File: src/rtl/muldiv_pkg.sv
package muldiv_pkg;
  typedef enum logic [1:0] {
    OP_MUL_S = 2'd0,
    OP_MUL_U = 2'd1,
    OP_DIV_S = 2'd2,
    OP_DIV_U = 2'd3
  } mdOp_e;

  // strobes from control to datapath
  typedef struct packed {
    logic load;
    logic step;
    logic fix;
  } mdStrobe_t;
endpackage

File: src/rtl/muldiv_ctrl.sv
module muldiv_ctrl
  import muldiv_pkg::*;
#(
  parameter int ITER = 32
) (
  input  logic      clk,
  input  logic      rstN,
  input  logic      start,
  output mdStrobe_t strobe,
  output logic      busy,
  output logic      done
);
  localparam int CW = (ITER > 1) ? $clog2(ITER) : 1;
  localparam logic [CW-1:0] LAST = CW'(ITER - 1);

  typedef enum logic [1:0] {ST_IDLE, ST_RUN, ST_FIX} state_e;
  state_e state;
  logic [CW-1:0] iterCnt;

  always_comb begin
    strobe.load = (state == ST_IDLE) && start;
    strobe.step = (state == ST_RUN);
    strobe.fix  = (state == ST_FIX);
  end

  assign busy = (state != ST_IDLE);

  always_ff @(posedge clk or negedge rstN) begin
    if (!rstN) begin
      state   <= ST_IDLE;
      iterCnt <= '0;
      done    <= 1'b0;
    end else begin
      done <= 1'b0;
      unique case (state)
        ST_IDLE: if (start) begin
          state   <= ST_RUN;
          iterCnt <= '0;
        end
        ST_RUN: begin
          iterCnt <= iterCnt + 1'b1;
          if (iterCnt == LAST) state <= ST_FIX;
        end
        ST_FIX: begin
          state <= ST_IDLE;
          done  <= 1'b1;
        end
        default: state <= ST_IDLE;
      endcase
    end
  end
endmodule

File: src/rtl/muldiv_dp.sv
module muldiv_dp
  import muldiv_pkg::*;
#(
  parameter int W = 32
) (
  input  logic         clk,
  input  logic         rstN,
  input  mdStrobe_t    strobe,
  input  logic [1:0]   op,
  input  logic [W-1:0] rsIn,
  input  logic [W-1:0] rtIn,
  output logic [W-1:0] hiOut,
  output logic [W-1:0] loOut,
  output logic         divZero
);
  localparam int AW = 2 * W;
  localparam int SW = W + 2;

  logic [AW-1:0] acc;
  logic [W-1:0]  opB;
  logic          isDiv, negHi, negLo;

  // operand magnitudes at load
  logic          isSignedIn, isDivIn, aNeg, bNeg;
  logic [W-1:0]  aMag, bMag;
  always_comb begin
    isDivIn    = op[1];
    isSignedIn = !op[0];
    aNeg       = isSignedIn && rsIn[W-1];
    bNeg       = isSignedIn && rtIn[W-1];
    aMag       = aNeg ? (~rsIn + 1'b1) : rsIn;
    bMag       = bNeg ? (~rtIn + 1'b1) : rtIn;
  end

  // single shared adder/subtractor
  logic [SW-1:0] addA, addB, addOut;
  always_comb begin
    addA   = isDiv ? {1'b0, acc[AW-1:W-1]} : {2'b00, acc[AW-1:W]};
    addB   = {2'b00, opB};
    addOut = isDiv ? (addA - addB) : (addA + addB);
  end

  // sign correction
  logic [AW-1:0] prodFix;
  logic [W-1:0]  remFix, quoFix;
  always_comb begin
    prodFix = negLo ? (~acc + 1'b1) : acc;
    remFix  = negHi ? (~acc[AW-1:W] + 1'b1) : acc[AW-1:W];
    quoFix  = negLo ? (~acc[W-1:0] + 1'b1) : acc[W-1:0];
  end

  always_ff @(posedge clk or negedge rstN) begin
    if (!rstN) begin
      acc     <= '0;
      opB     <= '0;
      isDiv   <= 1'b0;
      negHi   <= 1'b0;
      negLo   <= 1'b0;
      divZero <= 1'b0;
      hiOut   <= '0;
      loOut   <= '0;
    end else if (strobe.load) begin
      // divide: acc = dividend magnitude; multiply: acc = multiplier magnitude
      acc     <= {{W{1'b0}}, isDivIn ? aMag : bMag};
      opB     <= isDivIn ? bMag : aMag;
      isDiv   <= isDivIn;
      negLo   <= aNeg ^ bNeg;
      negHi   <= isDivIn && aNeg;
      divZero <= isDivIn && (rtIn == '0);
    end else if (strobe.step) begin
      if (isDiv) begin
        if (!addOut[SW-1]) acc <= {addOut[W-1:0], acc[W-2:0], 1'b1};
        else               acc <= {acc[AW-2:0], 1'b0};  // restore: keep old remainder
      end else begin
        if (acc[0]) acc <= {addOut[W:0], acc[W-1:1]};
        else        acc <= {1'b0, acc[AW-1:1]};
      end
    end else if (strobe.fix) begin
      if (isDiv) begin
        hiOut <= remFix;
        loOut <= quoFix;
      end else begin
        hiOut <= prodFix[AW-1:W];
        loOut <= prodFix[W-1:0];
      end
    end
  end
endmodule

File: src/rtl/muldiv_unit.sv
module muldiv_unit
  import muldiv_pkg::*;
#(
  parameter int W = 32
) (
  input  logic         clk,
  input  logic         rstN,
  input  logic         start,
  input  logic [1:0]   op,
  input  logic [W-1:0] rsIn,
  input  logic [W-1:0] rtIn,
  output logic         busy,
  output logic         done,
  output logic         divZero,
  output logic [W-1:0] hiOut,
  output logic [W-1:0] loOut
);
  mdStrobe_t strobe;

  muldiv_ctrl #(.ITER(W)) ctrl_i (
    .clk(clk), .rstN(rstN), .start(start),
    .strobe(strobe), .busy(busy), .done(done)
  );

  muldiv_dp #(.W(W)) dp_i (
    .clk(clk), .rstN(rstN), .strobe(strobe), .op(op),
    .rsIn(rsIn), .rtIn(rtIn),
    .hiOut(hiOut), .loOut(loOut), .divZero(divZero)
  );
endmodule

File: config.mk
export PLATFORM = sky130hd
export DESIGN_NAME = muldiv_unit
export DESIGN_NICKNAME = d
export VERILOG_FILES = /design/src/rtl/muldiv_pkg.sv /design/src/rtl/muldiv_ctrl.sv /design/src/rtl/muldiv_dp.sv /design/src/rtl/muldiv_unit.sv
export SDC_FILE = /design/constraint.sdc
export NUM_CORES = 1
export LEC_CHECK = 0
export ABC_AREA = 0
export BUFFER_PORTS_ARGS = -buffer_cell sky130_fd_sc_hd__buf_2
export CAP_MARGIN = 20
export CORE_ASPECT_RATIO = 1.75
export CORE_MARGIN = 3
export CORE_UTILIZATION = 38
export CTS_CLUSTER_DIAMETER = 60
export DETAILED_ROUTE_END_ITERATION = 8
export PLACE_DENSITY = 0.52
export SLEW_MARGIN = 20
export SYNTH_ARGS = -nofsm -noshare
export SYNTH_HDL_FRONTEND = slang
export SYNTH_SLANG_ARGS = --single-unit
File: constraint.sdc
create_clock -name clk -period 12.2 [get_ports clk]
set_input_delay 1.22 -clock clk [delete_from_list [all_inputs] [get_ports clk]]
set_output_delay 1.22 -clock clk [all_outputs]
set_load 0.02 [all_outputs]
==> PnR_summary.wiki <==
{| class="wikitable"
! Metric !! Value
|-
| Result of the run || finished, final reports clean
|-
| Maximum clock frequency || 180 MHz
|-
| First-pass iteration count of the detailed router || 6
|-
| Worst slew margin relative to its limit || 0.353
|-
| Period utilization || 0.454
|-
| Antenna violations before repair || 0
|-
| Commonest cells post-synth || nand2_1 (241), o21ai_0 (199), dfrtp_1 (172), nor2_1 (138), a21oi_1 (131)
|-
| Filler Cells Inserted || 3,820
|-
| Multi-input gate area || 0.00916 sq mm
|-
| Cells along the critical path || buf_4, mux2_2, ha_1, a21oi_1, o21ai_0, a211oi_1, a21oi_1, o22ai_1, mux2i_4, buf_4, mux2i_1, o21ai_1, a211o_1
|-
| Post-synthesis register bit count || 172
|-
| Syn-to-layout area delta || 10.7%
|-
| Vias in the first global route || 12,600
|-
| XOR/XNOR share of the synthesized area || 0.111
|-
| Number of gates resized after CTS || 0
|-
| Worst slew pin tran || 0.968 ns
|-
| Number of failing hold endpoints at the final stage || 0
|-
| Residual DRC || 0
|-
| Most frequent cell after synthesis || nand2_1
|-
| CTS Hold Bufs || 0
|-
| Commonest register cell after synthesis || dfrtp_1
|-
| Placeable core region || 0.0364 sq mm
|-
| H-Tree Depth || 4
|-
| Setup TNS after final layout || 0 ns
|-
| Layout Nets || 1,910
|-
| Clock tree from TritonCTS || yes
|-
| Class of the worst hold path || register to register
|-
| Final routed wire length divided by cell count || 21.2 um
|-
| Yosys top cell by area || dfrtp_1
|-
| Fraction of layout instances using a drive strength above 1 || 0.132
|-
| Setup repair after global routing missed its margin || false
|-
| Critical-path maximum fanout || 63
|-
| Adder-cell share of the synthesized area || 0.0360
|-
| Post-synth net total || 1,873
|-
| Critical path endpoint category || register
|-
| Leading cell types by total area after synthesis || dfrtp_1 (31%), o21ai_0 (7.1%), nand2_1 (6.4%)
|-
| Vias per std cell || 5.70
|-
| Top cell type's share of synthesized area || 0.305
|-
| Maximum Capacitance Violations || 0
|-
| Worst-path cell with the longest stage delay || dfrtp_4
|-
| Total half-perimeter wirelength after legalization and detailed placement || 37.6 mm
|-
| Register area || 0.00431 sq mm
|-
| Clock Pin Slew Worst Setup and Hold Paths || 0.08 ns
|-
| Reg-to-reg setup timing slack || 6.66 ns
|-
| Die Outline Area || 0.0395 sq mm
|-
| Syn Inst Count || 1,764
|-
| Clk sink count || 172
|-
| Final global-route overflow total || 0
|-
| Clock Latency Late Sink || 0.45 ns
|-
| Top Ports || 136
|-
| EDFF count, synth || 0
|-
| Number of placed instances, taps included || 2,250
|-
| Final routed wirelength across all metal layers || 48.5 mm
|-
| Fraction of synthesis flops using an asynchronous set or reset pin || 1.00
|-
| All-Layer GR Usage || 0.244
|-
| Final period demand of the worst path || 5.54 ns
|-
| Number of port buffers || 135
|-
| Vias after detailed routing || 13,000
|-
| Wire length of the first global-routing pass || 73.3 mm
|-
| Post-synthesis average cell area || 7.99 sq um
|-
| Horiz. Die Dim || 152 um
|-
| Number of library cell types mapped by synthesis || 82
|-
| Largest family of logic cells by synthesized area || compound AO/OA/AOI/OAI gates
|-
| Slowest Stage Delay on Critical Path || 0.98 ns
|-
| Rows || 92
|-
| Number of warnings printed during yosys synthesis || 0
|-
| Chip height || 261 um
|-
| Antenna Diode Count || 0
|-
| Non-filler cells, final || 2,283
|-
| Crit Path Category || register to register
|-
| Final weighted congestion of routability-driven global placement || 0.940
|-
| Type of origin of the critical path || register
|-
| Initial Util || 0.388
|-
| Crit path DAT || 5.88 ns
|-
| Worst Hold Slack || 0.474 ns
|-
| Sequential element share of the synthesized area || 0.305
|-
| Maximum number of pins on one net before global-route repair || 130
|-
| Iteration-0 DRC count of the detailed router || 857
|-
| Number of endpoints failing setup at the final stage || 0
|-
| TritonCTS buffer count || 17
|-
| Max Transition Viols Final || 0
|-
| Clk root buf || clkbuf_16
|-
| Count of antenna-violating nets left after detailed routing || 0
|-
| # Post-CTS Setup Buffers || 0
|-
| Maximum clock path buffer count || 2
|-
| Max Clock Skew || 0.0127 ns
|-
| Post-synthesis compound-gate area fraction || 0.235
|-
| Simple-gate share of the synthesized area || 0.182
|-
| Share of synthesized area spent on multiplexers || 0.0838
|-
| Post-synth design cell area || 0.0141 sq mm
|-
| Critical path data required time || 12.54 ns
|}
==> stage by stage <==
| stage | util | setup slack (ns) | cell area [sq um] |
|---|---|---|---|
| after global routing | 0.429 | 6.41 | 15600 |
| final | 0.429 | 6.66 | 15600 |
| after global placement | 0.412 | 6.68 | 15000 |
| after CTS | 0.428 | 6.73 | 15600 |
| after detailed placement | 0.412 | 6.76 | 15000 |
| after floorplan | - | 7.86 | 14100 |
==> placed cells by master, fill, tap and decap left out, types with 35 or more instances in the layout <==
cell	n
buf_2	134
nand2_1	240
a21oi_1	131
mux2i_1	81
ha_1	39
o211ai_1	35
nor2_1	137
o21ai_0	199
xor2_1	91
xnor2_1	87
inv_1	37
dfrtp_1	171
==> worst max-delay path: cells and delay by family (launching register included) <==
kind / cells / cell delay, ns
compound gates: 7 / 1.78
buf+inv: 2 / 1.22
mux: 3 / 0.95
flops: 1 / 0.98
fa+ha+maj: 1 / 0.39
==> registers in the layout, summed over array words and instances, names as in the netlist <==
register / cells
dp_i.opB: 32
ctrl_i.iterCnt: 5
dp_i.hiOut: 32
dp_i.negHi: 1
dp_i.divZero: 1
dp_i.loOut: 32
ctrl_i.done: 1
ctrl_i.state: 2
dp_i.acc: 64
dp_i.negLo: 1
dp_i.isDiv: 1
==> routing by layer <==
metal,track usage,vias to the layer above,share of wire
met3,0.0261,113,0.031
met2,0.452,333,0.54
li1,-,6395,-
met5,0,-,0
met4,0.160,0,0.072
met1,0.254,6168,0.35
==> path summary, 6_finish.rpt <==
path,startpoint,endpoint,depth (start not counted)
worst min-delay path,dp_i.hiOut[3],dp_i.hiOut[3],2
worst max register to register,dp_i.isDiv,dp_i.acc[41],13
worst min register to register,dp_i.hiOut[3],dp_i.hiOut[3],2
max in group asynchronous,rstN,dp_i.isDiv,3
worst max-delay path,dp_i.isDiv,dp_i.acc[41],13
min in group asynchronous,rstN,dp_i.hiOut[10],1
==> cells by family (layout without fill, tap and decap cells) <==
kind of cell | Yosys count | after routing
AND/OR/NAND/NOR | 550 | 550
AO/OA/AOI/OAI | 541 | 541
XOR/XNOR | 178 | 178
flip-flops | 172 | 172
buffers and inverters | 169 | 218
multiplexers | 114 | 114
adder cells (fa/ha/maj) | 40 | 40
==> cell type report <==
class                           count  area share
Multi-Input combinational cell   1423       0.587
Sequential cell                   172       0.276
Timing Repair Buffer              150      0.0530
Tap cell                          470      0.0377
Clock buffer                       18      0.0281
Clock inverter                     13     0.00954
Inverter                           37     0.00890
Power is not shown: default switching activity piles up to over one toggle a cycle in this logic, so the estimate is an artifact.
